<file path="src/rtl/regpwm_pkg.sv">
package regpwm_pkg;

    localparam int BYTE_W = 8;
    localparam int VAL_W  = 2 * BYTE_W;

    // Address map: the host software depends on these offsets
    localparam logic [BYTE_W-1:0] ADR_AOFF_HI = 8'hA1;
    localparam logic [BYTE_W-1:0] ADR_AOFF_LO = 8'hA2;
    localparam logic [BYTE_W-1:0] ADR_ENABLE  = 8'hA3;
    localparam logic [BYTE_W-1:0] ADR_PER_LO  = 8'hA4;
    localparam logic [BYTE_W-1:0] ADR_PER_HI  = 8'hA5;
    localparam logic [BYTE_W-1:0] ADR_DUTY_LO = 8'hA6;
    localparam logic [BYTE_W-1:0] ADR_DUTY_HI = 8'hA7;

    typedef logic [BYTE_W-1:0] byte_t;
    typedef logic [VAL_W-1:0]  val_t;

    typedef enum logic [2:0] {
        SEL_NONE,
        SEL_AOFF_HI,
        SEL_AOFF_LO,
        SEL_EN,
        SEL_PER_LO,
        SEL_PER_HI,
        SEL_DUTY_LO,
        SEL_DUTY_HI
    } sel_e;

    function automatic sel_e decode_addr(input byte_t a);
        sel_e s;
        case (a)
            ADR_AOFF_HI: s = SEL_AOFF_HI;
            ADR_AOFF_LO: s = SEL_AOFF_LO;
            ADR_ENABLE:  s = SEL_EN;
            ADR_PER_LO:  s = SEL_PER_LO;
            ADR_PER_HI:  s = SEL_PER_HI;
            ADR_DUTY_LO: s = SEL_DUTY_LO;
            ADR_DUTY_HI: s = SEL_DUTY_HI;
            default:     s = SEL_NONE;
        endcase
        return s;
    endfunction

endpackage

</file>
<file path="src/rtl/regpwm_prescale.sv">
module regpwm_prescale #(
    parameter int DIV = 4
) (
    input  logic clk,
    input  logic rst_n,
    input  logic run_i,
    output logic tick_o
);
    localparam int CW = (DIV > 1) ? $clog2(DIV) : 1;
    localparam logic [CW-1:0] LAST = CW'(DIV - 1);

    typedef struct packed {
        logic [CW-1:0] phase;
    } pre_st_t;

    pre_st_t st_d, st_q;

    always_comb begin
        st_d = st_q;
        if (!run_i) begin
            st_d.phase = '0;
        end else if (st_q.phase == LAST) begin
            st_d.phase = '0;
        end else begin
            st_d.phase = st_q.phase + 1'b1;
        end
    end

    always_ff @(posedge clk) begin
        if (!rst_n) st_q <= '0;
        else        st_q <= st_d;
    end

    assign tick_o = run_i && (st_q.phase == LAST);

    generate
        if (DIV > 1) begin : g_gap_chk
            // ticks are never back to back when the divider exceeds one
            a_r3_tick_gap: assert property (@(posedge clk) disable iff (!rst_n)
                tick_o |=> !tick_o);
        end
    endgenerate

endmodule

</file>
<file path="src/rtl/regpwm_regfile.sv">
module regpwm_regfile
    import regpwm_pkg::*;
(
    input  logic  clk,
    input  logic  rst_n,
    input  logic  wr_en_i,
    input  byte_t wr_addr_i,
    input  byte_t wr_data_i,
    input  logic  expire_i,
    output logic  en_o,
    output val_t  per_o,
    output val_t  duty_o,
    output logic  aoff_load_o,
    output val_t  aoff_val_o
);
    typedef struct packed {
        logic  en;
        byte_t per_stage;
        byte_t duty_stage;
        byte_t aoff_stage;
        val_t  per;
        val_t  duty;
    } rf_st_t;

    rf_st_t st_d, st_q;
    sel_e   sel;

    always_comb begin
        st_d        = st_q;
        sel         = wr_en_i ? decode_addr(wr_addr_i) : SEL_NONE;
        aoff_load_o = 1'b0;
        aoff_val_o  = {st_q.aoff_stage, wr_data_i};

        // countdown expiry first, so a host enable write on the same edge wins
        if (expire_i) st_d.en = 1'b0;

        case (sel)
            SEL_EN:      st_d.en         = wr_data_i[0];
            SEL_PER_HI:  st_d.per_stage  = wr_data_i;
            SEL_PER_LO:  st_d.per        = {st_q.per_stage, wr_data_i};
            SEL_DUTY_HI: st_d.duty_stage = wr_data_i;
            SEL_DUTY_LO: st_d.duty       = {st_q.duty_stage, wr_data_i};
            SEL_AOFF_HI: st_d.aoff_stage = wr_data_i;
            SEL_AOFF_LO: aoff_load_o     = 1'b1;
            default: ;
        endcase
    end

    always_ff @(posedge clk) begin
        if (!rst_n) st_q <= '0;
        else        st_q <= st_d;
    end

    assign en_o   = st_q.en;
    assign per_o  = st_q.per;
    assign duty_o = st_q.duty;

    // an upper-byte write alone leaves the live period untouched
    a_r2_per_stage_only: assert property (@(posedge clk) disable iff (!rst_n)
        (wr_en_i && wr_addr_i == ADR_PER_HI) |=> $stable(per_o));

    // an upper-byte write alone leaves the live high time untouched
    a_r2_duty_stage_only: assert property (@(posedge clk) disable iff (!rst_n)
        (wr_en_i && wr_addr_i == ADR_DUTY_HI) |=> $stable(duty_o));

    // expiry clears the enable unless the host rewrites it on that edge
    a_r9_expire_clears: assert property (@(posedge clk) disable iff (!rst_n)
        (expire_i && !(wr_en_i && wr_addr_i == ADR_ENABLE)) |=> !en_o);

endmodule

</file>
<file path="src/rtl/regpwm_wave.sv">
module regpwm_wave
    import regpwm_pkg::*;
(
    input  logic clk,
    input  logic rst_n,
    input  logic en_i,
    input  logic tick_i,
    input  val_t per_i,
    input  val_t duty_i,
    output logic pwm_o,
    output logic wrap_o
);
    typedef struct packed {
        val_t cnt;
    } wv_st_t;

    wv_st_t st_d, st_q;
    logic   active;
    logic   at_end;

    always_comb begin
        active = en_i && (per_i != '0);
        at_end = st_q.cnt >= (per_i - 1'b1);
        wrap_o = active && tick_i && at_end;

        st_d = st_q;
        if (!active) begin
            st_d.cnt = '0;
        end else if (tick_i) begin
            st_d.cnt = at_end ? '0 : st_q.cnt + 1'b1;
        end
    end

    always_ff @(posedge clk) begin
        if (!rst_n) st_q <= '0;
        else        st_q <= st_d;
    end

    assign pwm_o = active && (st_q.cnt < duty_i);

    // without a tick the count only moves if the generator stops
    a_r3_count_holds: assert property (@(posedge clk) disable iff (!rst_n)
        (active && !tick_i) |=> (!(en_i && per_i != '0) || $stable(st_q.cnt)));

    // every period opens with the output high when the high time is nonzero
    a_r4_high_at_start: assert property (@(posedge clk) disable iff (!rst_n)
        (en_i && per_i != '0 && duty_i != '0 && st_q.cnt == '0) |-> pwm_o);

    // a zero period never drives the output high
    a_r7_zero_period_low: assert property (@(posedge clk) disable iff (!rst_n)
        (per_i == '0) |-> !pwm_o);

endmodule

</file>
<file path="src/rtl/regpwm_autooff.sv">
module regpwm_autooff
    import regpwm_pkg::*;
(
    input  logic clk,
    input  logic rst_n,
    input  logic load_i,
    input  val_t val_i,
    input  logic wrap_i,
    output logic expire_o
);
    localparam val_t OFF_CODE = '1;

    typedef struct packed {
        logic armed;
        val_t remain;
    } ao_st_t;

    ao_st_t st_d, st_q;

    always_comb begin
        st_d     = st_q;
        expire_o = 1'b0;
        if (load_i) begin
            if (val_i == '0 || val_i == OFF_CODE) begin
                st_d.armed  = 1'b0;
                st_d.remain = '0;
            end else begin
                st_d.armed  = 1'b1;
                st_d.remain = val_i;
            end
        end else if (st_q.armed && wrap_i) begin
            if (st_q.remain == val_t'(1)) begin
                st_d.armed  = 1'b0;
                st_d.remain = '0;
                expire_o    = 1'b1;
            end else begin
                st_d.remain = st_q.remain - 1'b1;
            end
        end
    end

    always_ff @(posedge clk) begin
        if (!rst_n) st_q <= '0;
        else        st_q <= st_d;
    end

    // the countdown only moves at a period wrap or a new commit
    a_r9_hold_between_wraps: assert property (@(posedge clk) disable iff (!rst_n)
        (st_q.armed && !wrap_i && !load_i) |=> $stable(st_q.remain));

    // expiry coincides with a period wrap
    a_r9_expire_on_wrap: assert property (@(posedge clk) disable iff (!rst_n)
        expire_o |-> wrap_i);

    // committing the all-ones code leaves the timer disarmed
    a_r10_ones_disarm: assert property (@(posedge clk) disable iff (!rst_n)
        (load_i && val_i == OFF_CODE) |=> !st_q.armed);

endmodule

</file>
<file path="src/rtl/regpwm.sv">
module regpwm
    import regpwm_pkg::*;
#(
    parameter int TICK_DIV = 4
) (
    input  logic       clk,
    input  logic       rst_n,
    input  logic       wr_en,
    input  logic [7:0] wr_addr,
    input  logic [7:0] wr_data,
    output logic       pwm_out
);
    logic en;
    val_t per;
    val_t duty;
    logic aoff_load;
    val_t aoff_val;
    logic expire;
    logic tick;
    logic wrap;

    regpwm_regfile u_regs (
        .clk         (clk),
        .rst_n       (rst_n),
        .wr_en_i     (wr_en),
        .wr_addr_i   (wr_addr),
        .wr_data_i   (wr_data),
        .expire_i    (expire),
        .en_o        (en),
        .per_o       (per),
        .duty_o      (duty),
        .aoff_load_o (aoff_load),
        .aoff_val_o  (aoff_val)
    );

    regpwm_prescale #(.DIV(TICK_DIV)) u_pre (
        .clk    (clk),
        .rst_n  (rst_n),
        .run_i  (en),
        .tick_o (tick)
    );

    regpwm_wave u_wave (
        .clk    (clk),
        .rst_n  (rst_n),
        .en_i   (en),
        .tick_i (tick),
        .per_i  (per),
        .duty_i (duty),
        .pwm_o  (pwm_out),
        .wrap_o (wrap)
    );

    regpwm_autooff u_aoff (
        .clk      (clk),
        .rst_n    (rst_n),
        .load_i   (aoff_load),
        .val_i    (aoff_val),
        .wrap_i   (wrap),
        .expire_o (expire)
    );

    // a cleared enable holds the output low
    a_r8_disabled_low: assert property (@(posedge clk) disable iff (!rst_n)
        !en |-> !pwm_out);

endmodule

</file>
<file path="config.mk">
export PLATFORM = sky130hd
export DESIGN_NAME = regpwm
export DESIGN_NICKNAME = d
export VERILOG_FILES = /design/src/rtl/regpwm_pkg.sv /design/src/rtl/regpwm_prescale.sv /design/src/rtl/regpwm_regfile.sv /design/src/rtl/regpwm_wave.sv /design/src/rtl/regpwm_autooff.sv /design/src/rtl/regpwm.sv
export SDC_FILE = /design/constraint.sdc
export NUM_CORES = 1
export LEC_CHECK = 0
export CAP_MARGIN = 10
export CORE_UTILIZATION = 35
export DETAILED_ROUTE_END_ITERATION = 8
export GPL_TIMING_DRIVEN = 0
export PLACE_DENSITY = 0.52
export SLEW_MARGIN = 20
export SYNTH_ARGS = -nofsm -noshare
export SYNTH_HDL_FRONTEND = slang
export SYNTH_HIERARCHICAL = 1
export SYNTH_SLANG_ARGS = --single-unit
</file>
<file path="constraint.sdc">
create_clock -name clk -period 4 [get_ports clk]
set_input_delay 0.8 -clock clk [delete_from_list [all_inputs] [get_ports clk]]
set_output_delay 0.8 -clock clk [all_outputs]
set_load 0.05 [all_outputs]
</file>
Word level (Yosys, flattened, before mapping)
Index checks and enable logic that the tools add are counted.
{"block": "totals", "reg_bits": 92, "input_bits": 19, "output_inout_bits": 1, "word_cells": 64}
{"block": "op_classes", "add_sub_neg": 4, "order_cmp": 2, "eq_ne": 17, "n_mux": 14, "bitwise": 2, "n_reduce_logical": 15}
{"cell": "$eq 8x8->1 const B", "n": 7}
{"cell": "$mux 17", "n": 3}
{"cell": "$mux 16", "n": 2}
{"cell": "$sub 16x1->16 const B", "n": 2}
{"cell": "$pmux 3 s7", "n": 1}
{"cell": "$add 16x1->16 const B", "n": 1}
{"cell": "$eq 16x1->1 const B", "n": 1}
{"cell": "$eq 16x16->1 const B", "n": 1}
{"cell": "$ge 16x16->1", "n": 1}
{"cell": "$logic_not 16->1", "n": 1}
{"cell": "$lt 16x16->1", "n": 1}
{"cell": "$reduce_bool 16->1", "n": 1}
{"cell": "$eq 3x3->1 const B", "n": 4}
{"cell": "$mux 1", "n": 7}
{"cell": "$eq 3x2->1 const B", "n": 2}
{"cell": "$logic_and 1x1->1", "n": 6}
{"cell": "$reduce_bool 2->1", "n": 3}
{"cell": "$reduce_and 2->1", "n": 2}
{"cell": "$eq 3x1->1 const B", "n": 1}
{"cell": "$mux 3", "n": 1}
{"cell": "$reduce_or 3->1", "n": 1}
{"cell": "$add 2x1->2 const B", "n": 1}
{"cell": "$eq 2x2->1 const B", "n": 1}
{"cell": "$not 1->1", "n": 2}
{"cell": "$logic_or 1x1->1", "n": 1}

Depth between registers and ports, before layout
{"block": "depth", "ltp_word": 9, "ltp_mapped": 17, "mapped_depth_nobuf": 15}

Hierarchy
The synthesis kept the hierarchy.
{"mod": "regpwm_regfile", "n_inst": 1, "cells_each": 255, "area_each_um2": 2553.7, "seq_area_each_um2": 1141.1}
{"mod": "regpwm_wave", "n_inst": 1, "cells_each": 219, "area_each_um2": 1722.9, "seq_area_each_um2": 320.3}
{"mod": "regpwm_autooff", "n_inst": 1, "cells_each": 142, "area_each_um2": 1189.9, "seq_area_each_um2": 340.3}
{"mod": "regpwm_prescale", "n_inst": 1, "cells_each": 6, "area_each_um2": 83.8, "seq_area_each_um2": 40.0}

Least setup slack after synthesis
Ideal clock, no wire load.
{"block": "synth_timing", "path_type": "register to output", "start": "register u_regs.st_q, in the netlist u_regs/duty_o[3]", "end": "output pwm_out", "t_arrival_ns": 2.615, "required_ns": 3.200, "path_slack_ns": 0.585, "path_stages_with_launch": 8, "path_buffers": 1, "path_cell_list": "dfxtp_1 -> buf_4 -> inv_1 -> ha_1 -> a21oi_1 -> o21ai_0 -> and3_1 -> nor4_1"}
{"block": "synth_between", "elab_chain_cells": 2}
{"element": "start: declaration", "line_no": "regpwm_regfile.sv:25", "source": "rf_st_t st_d, st_q;"}
{"element": "start signal: assignment", "line_no": "regpwm_regfile.sv:51", "source": "else st_q <= st_d;"}
{"element": "$lt 16x16->1", "line_no": "regpwm_wave.sv:39", "source": "assign pwm_o = active && (st_q.cnt < duty_i);"}
{"element": "$logic_and 1x1->1", "line_no": "regpwm_wave.sv:39"}
{"element": "end: declaration", "line_no": "regpwm.sv:11", "source": "output logic pwm_out"}
Every way passes these cells.

Final worst setup path
{"block": "layout_timing", "start": "register u_regs.st_q, in the netlist u_regs/per_o[3]", "end": "register u_aoff/st_q[0] (netlist name)"}
{"block": "layout_between", "elab_chain_cells": 6, "elab_cells_between_ends": 8, "classes_between": "add/sub (1); order compare (1); reduce/logical (6)"}
{"element": "parallel branches: the longest is 3 deep, another holds $sub 16x1->16"}
{"element": "$logic_and 1x1->1 *", "line_no": "regpwm_wave.sv:24", "source": "wrap_o = active && tick_i && at_end;"}
{"element": "via wrap", "line_no": "regpwm.sv:20", "source": "logic wrap;"}
{"element": "$logic_and 1x1->1 *", "line_no": "regpwm_autooff.sv:31", "source": "end else if (st_q.armed && wrap_i) begin"}
{"element": "$reduce_bool 2->1 (no source line) *"}
{"element": "end signal: assignment", "line_no": "regpwm_autooff.sv:44", "source": "else st_q <= st_d;"}
{"element": "end: declaration", "line_no": "regpwm_autooff.sv:18", "source": "ao_st_t st_d, st_q;"}
Mark *: on every way through the listed nets, which the timed path passes.
A chain may end at the register's enable or synchronous reset.

==> results.sh <==
export IMPL_fmax_ghz=0.265
export IMPL_n_fill_cell=1558
export IMPL_path_max_fanout=10
export IMPL_power_share_combinational_pct=5.1
export IMPL_r2r_end="u_aoff/st_q[0]"
export IMPL_dr_first_iter_drc_count=233
export IMPL_synthTopCellsByArea="dfxtp_1 (33%), mux2i_1 (10%), ha_1 (8.1%)"
export IMPL_synth_compound_area_share_pct=9.74
export IMPL_hold_start="u_regs/duty_o[1]"
export IMPL_hold_path_end="u_regs/duty_o[1]"
export IMPL_power_leakage_uw=0.00266
export IMPL_internal_power_uw=1390
export IMPL_num_rows=45
export IMPL_synth_top_cell_area_share_pct=33.2
export IMPL_final_period_utilization_pct=94.5
export IMPL_ys_types=53
export IMPL_ys_seq_elements=92
export IMPL_overflow=0
export IMPL_synth_edf_count=0
export IMPL_ys_seq_area_share_pct=33.2
export IMPL_synthCells=622
export IMPL_slew_violations=0
export IMPL_utilization_pct=41.5
export IMPL_ir_drop_mv=0.210
export IMPL_num_io_pins=20
export IMPL_coreArea_um2=15300
export IMPL_swShare_pct=24.7
export IMPL_rrSetupSlack_ns=0.22
export IMPL_wl_per_cell_um=15.3
export IMPL_skew_ns=0.00918
export IMPL_viasPerCell=4.96
export IMPL_grt_max_degree=19
export IMPL_grt_util_all_layers_pct=17.3
export IMPL_r2r_cells=15
export IMPL_worstSetupPathType="reg -> reg"
export IMPL_synth_area_per_cell_um2=8.92
export IMPL_yosys_mux_area_fraction_pct=10.5
export IMPL_clk_latency_ns=0.35
export IMPL_synthAdderAreaFrac_pct=8.12
export IMPL_yosysTopAreaCell="dfxtp_1"
export IMPL_hold_violations=0
export IMPL_drive_gt1_share_pct=16.4
export IMPL_clockBufferDepth=2
export IMPL_clockRootBuffer="clkbuf_16"
export IMPL_startpoint_type="register"
export IMPL_dp_cells=852
export IMPL_status="completed"
export IMPL_cts_htree_levels=3
export IMPL_setup_viol=0
export IMPL_final_min_clock_period_ns=3.78
export IMPL_crit_required_ns=4.24
export IMPL_synth_net_count=677
export IMPL_p_clk_share_pct=45.3
export IMPL_start_util_pct=36.2
export IMPL_gp_congestion=0.793
export IMPL_min_path_type="reg -> reg"
export IMPL_instances_no_fill=869
export IMPL_hold_ws_ns=0.458
export IMPL_dieArea_um2=16400
export IMPL_worstMarginPinSlew_ns=0.754
export IMPL_ys_warn_count=6
export IMPL_worstPathArrival_ns=4.02
export IMPL_grt_pass1_vias=4174
export IMPL_synth_common_cells="dfxtp_1 (92), nand2_1 (89), mux2i_1 (58)"
export IMPL_register_area_um2=1840
export IMPL_clkSinkCount=92
export IMPL_ctsHoldBuffers=0
export IMPL_via_count=4314
export IMPL_numCtsBuffers=9
export IMPL_worstHoldPathCells=2
export IMPL_rsz0062_at_grt="false"
export IMPL_ant_nets=0
export IMPL_synth_simple_area_share_pct=21.3
export IMPL_seqPwrFrac_pct=49.6
export IMPL_dp_hpwl_um=9920
export IMPL_synth_flop_cell="dfxtp_1"
export IMPL_grt_pass1_wl_um=21700
export IMPL_synth_top_family_by_area="simple AND/OR/NAND/NOR gates"
export IMPL_r2r_start="u_regs/per_o[3]"
export IMPL_yosysMostFrequentCell="dfxtp_1"
export IMPL_synthArstFlopShare_pct=0
export IMPL_wirelength_um=13300
export IMPL_cts_tree="done"
export IMPL_n_antenna_cell=0
export IMPL_die_w_um=128
export IMPL_synth_area_um2=5550
export IMPL_maxCapViolations=0
export IMPL_synthXorXnorAreaFrac_pct=6.15
export IMPL_antenna_found_initial=0
export IMPL_numPortBuffers=19
export IMPL_powerDensity_nw_per_um2=292
export IMPL_end_kind="register"
export IMPL_maxSlewHeadroom_pct=49.3
export IMPL_power_switching_uw=457
export IMPL_area_delta_synth_final_pct=14.4
export IMPL_fin_nets=708
export IMPL_multiInputGateArea_um2=3130
export IMPL_drc=0
export IMPL_path_clk_slew_ns=0.07
export IMPL_first_pass_iters=4
export IMPL_die_h_um=128
cells by family after synthesis:
| logic type | after synthesis |
|---|---|
| simple gates | 227 |
| buf+inv | 96 |
| flops | 92 |
| compound gates | 74 |
| mux | 58 |
| xor+xnor | 39 |
| fa+ha+maj | 36 |
cell usage in the layout (no fill, tap or decap), types with 3 or more instances in the layout:
| master | netlist | final |
|---|---|---|
| dfxtp_1 | 92 | 92 |
| inv_8 | 0 | 3 |
| nand2_1 | 89 | 89 |
| buf_6 | 6 | 6 |
| inv_1 | 24 | 24 |
| clkbuf_16 | 0 | 9 |
| xor2_1 | 16 | 16 |
| buf_4 | 50 | 51 |
| clkdlybuf4s50_1 | 0 | 19 |
| clkbuf_1 | 12 | 10 |
| and3_1 | 5 | 5 |
| nor4_2 | 2 | 5 |
| a31oi_1 | 6 | 5 |
| xnor2_1 | 23 | 23 |
| a221oi_2 | 8 | 8 |
| ha_1 | 36 | 36 |
| nor4_1 | 13 | 10 |
| nor3b_1 | 3 | 3 |
| nand4_1 | 20 | 20 |
| nor2_1 | 46 | 46 |
| nor3_1 | 8 | 8 |
| clkinv_4 | 0 | 3 |
| o21ai_0 | 24 | 24 |
| nand3_1 | 8 | 8 |
| mux2i_1 | 58 | 58 |
| a21oi_1 | 18 | 18 |
| or4_1 | 3 | 3 |
| nor2b_1 | 6 | 6 |
| nand2b_1 | 4 | 4 |
| a221oi_1 | 3 | 3 |
power by group through the flow:
stage | combinational (uW) | sequential (uW) | clock, uW
2_1_floorplan | 51.4 | 939 | 0
3_3_place_gp | 93.9 | 939 | 0
3_5_place_dp | 94.6 | 939 | 0
4_1_cts | 95.0 | 917 | 867
5_1_grt | 102 | 917 | 902
6_report | 94.3 | 918 | 839
worst max-delay path by stage:
| stage | start | endpoint | slack (ns) |
|---|---|---|---|
| after floorplan | u_regs/duty_o[3] | pwm_out | 0.59 |
| after global placement | u_regs/per_o[3] | u_aoff/st_q[11] | -0.06 |
| after detailed placement | u_regs/per_o[3] | u_aoff/st_q[11] | -0.19 |
| after CTS | u_regs/per_o[3] | u_aoff/st_q[11] | 0.0009 |
| after global routing | u_regs/per_o[3] | u_aoff/st_q[3] | 0.02 |
| final | u_regs/per_o[3] | u_aoff/st_q[0] | 0.22 |
registers in the layout, indices dropped and copies added (netlist names):
| name | count |
|---|---|
| u_aoff/st_q | 17 |
| u_regs/duty_o | 16 |
| u_regs/per_o | 16 |
| u_regs/st_q | 16 |
| u_wave/st_q | 16 |
| u_regs/aoff_val_o | 8 |
| u_pre/st_q | 2 |
| u_regs/en_o | 1 |
what timing repair did:
item / in CTS / in global routing
pin swaps: 0 / 1
endpoints found under the setup margin: 17 / 18
resized for setup: 4 / 5
setup buffers: 0 / 1
stage by stage:
stage / TNS (ns) / worst slack (ns) / total power [uW] / area (um^2)
after floorplan: 0 / 0.585 / 990 / 5550
after global placement: -0.309 / -0.0646 / 1030 / 6000
after detailed placement: -2.01 / -0.187 / 1030 / 6000
after CTS: 0 / 0.000946 / 1880 / 6310
after global routing: 0 / 0.0190 / 1920 / 6350
final: 0 / 0.220 / 1850 / 6350
area by class of cell:
type	instances	share of cell area (%)
multi-input combinational	434	49.4
sequential	92	29.0
buffer	72	8.32
tap	211	4.16
clock buffer	9	3.55
timing repair buffer	20	3.11
inverter	24	1.42
clock inverter	7	1.06
critical path, cell delays in order, from the launching register on:
cell      delay [ns]
dfxtp_1         0.31
buf_4           0.13
or4_1           0.54
or3_4           0.37
nand2b_4        0.18
nor2_1          0.14
xnor2_1         0.12
ha_1            0.33
nand4_1         0.15
nor4_2          0.21
nand3_1         0.16
a31oi_4         0.28
a21oi_1         0.16
clkbuf_4        0.25
a221oi_1        0.25
nor2_1          0.08
per-layer routing:
metal  track usage [%]  share of wire [%]
met5                 0                  0
met4              5.40                1.6
met3              2.92                2.6
met2              27.8                 46
met1              23.4                 50
No activity file was read; power rests on OpenSTA's default activity.
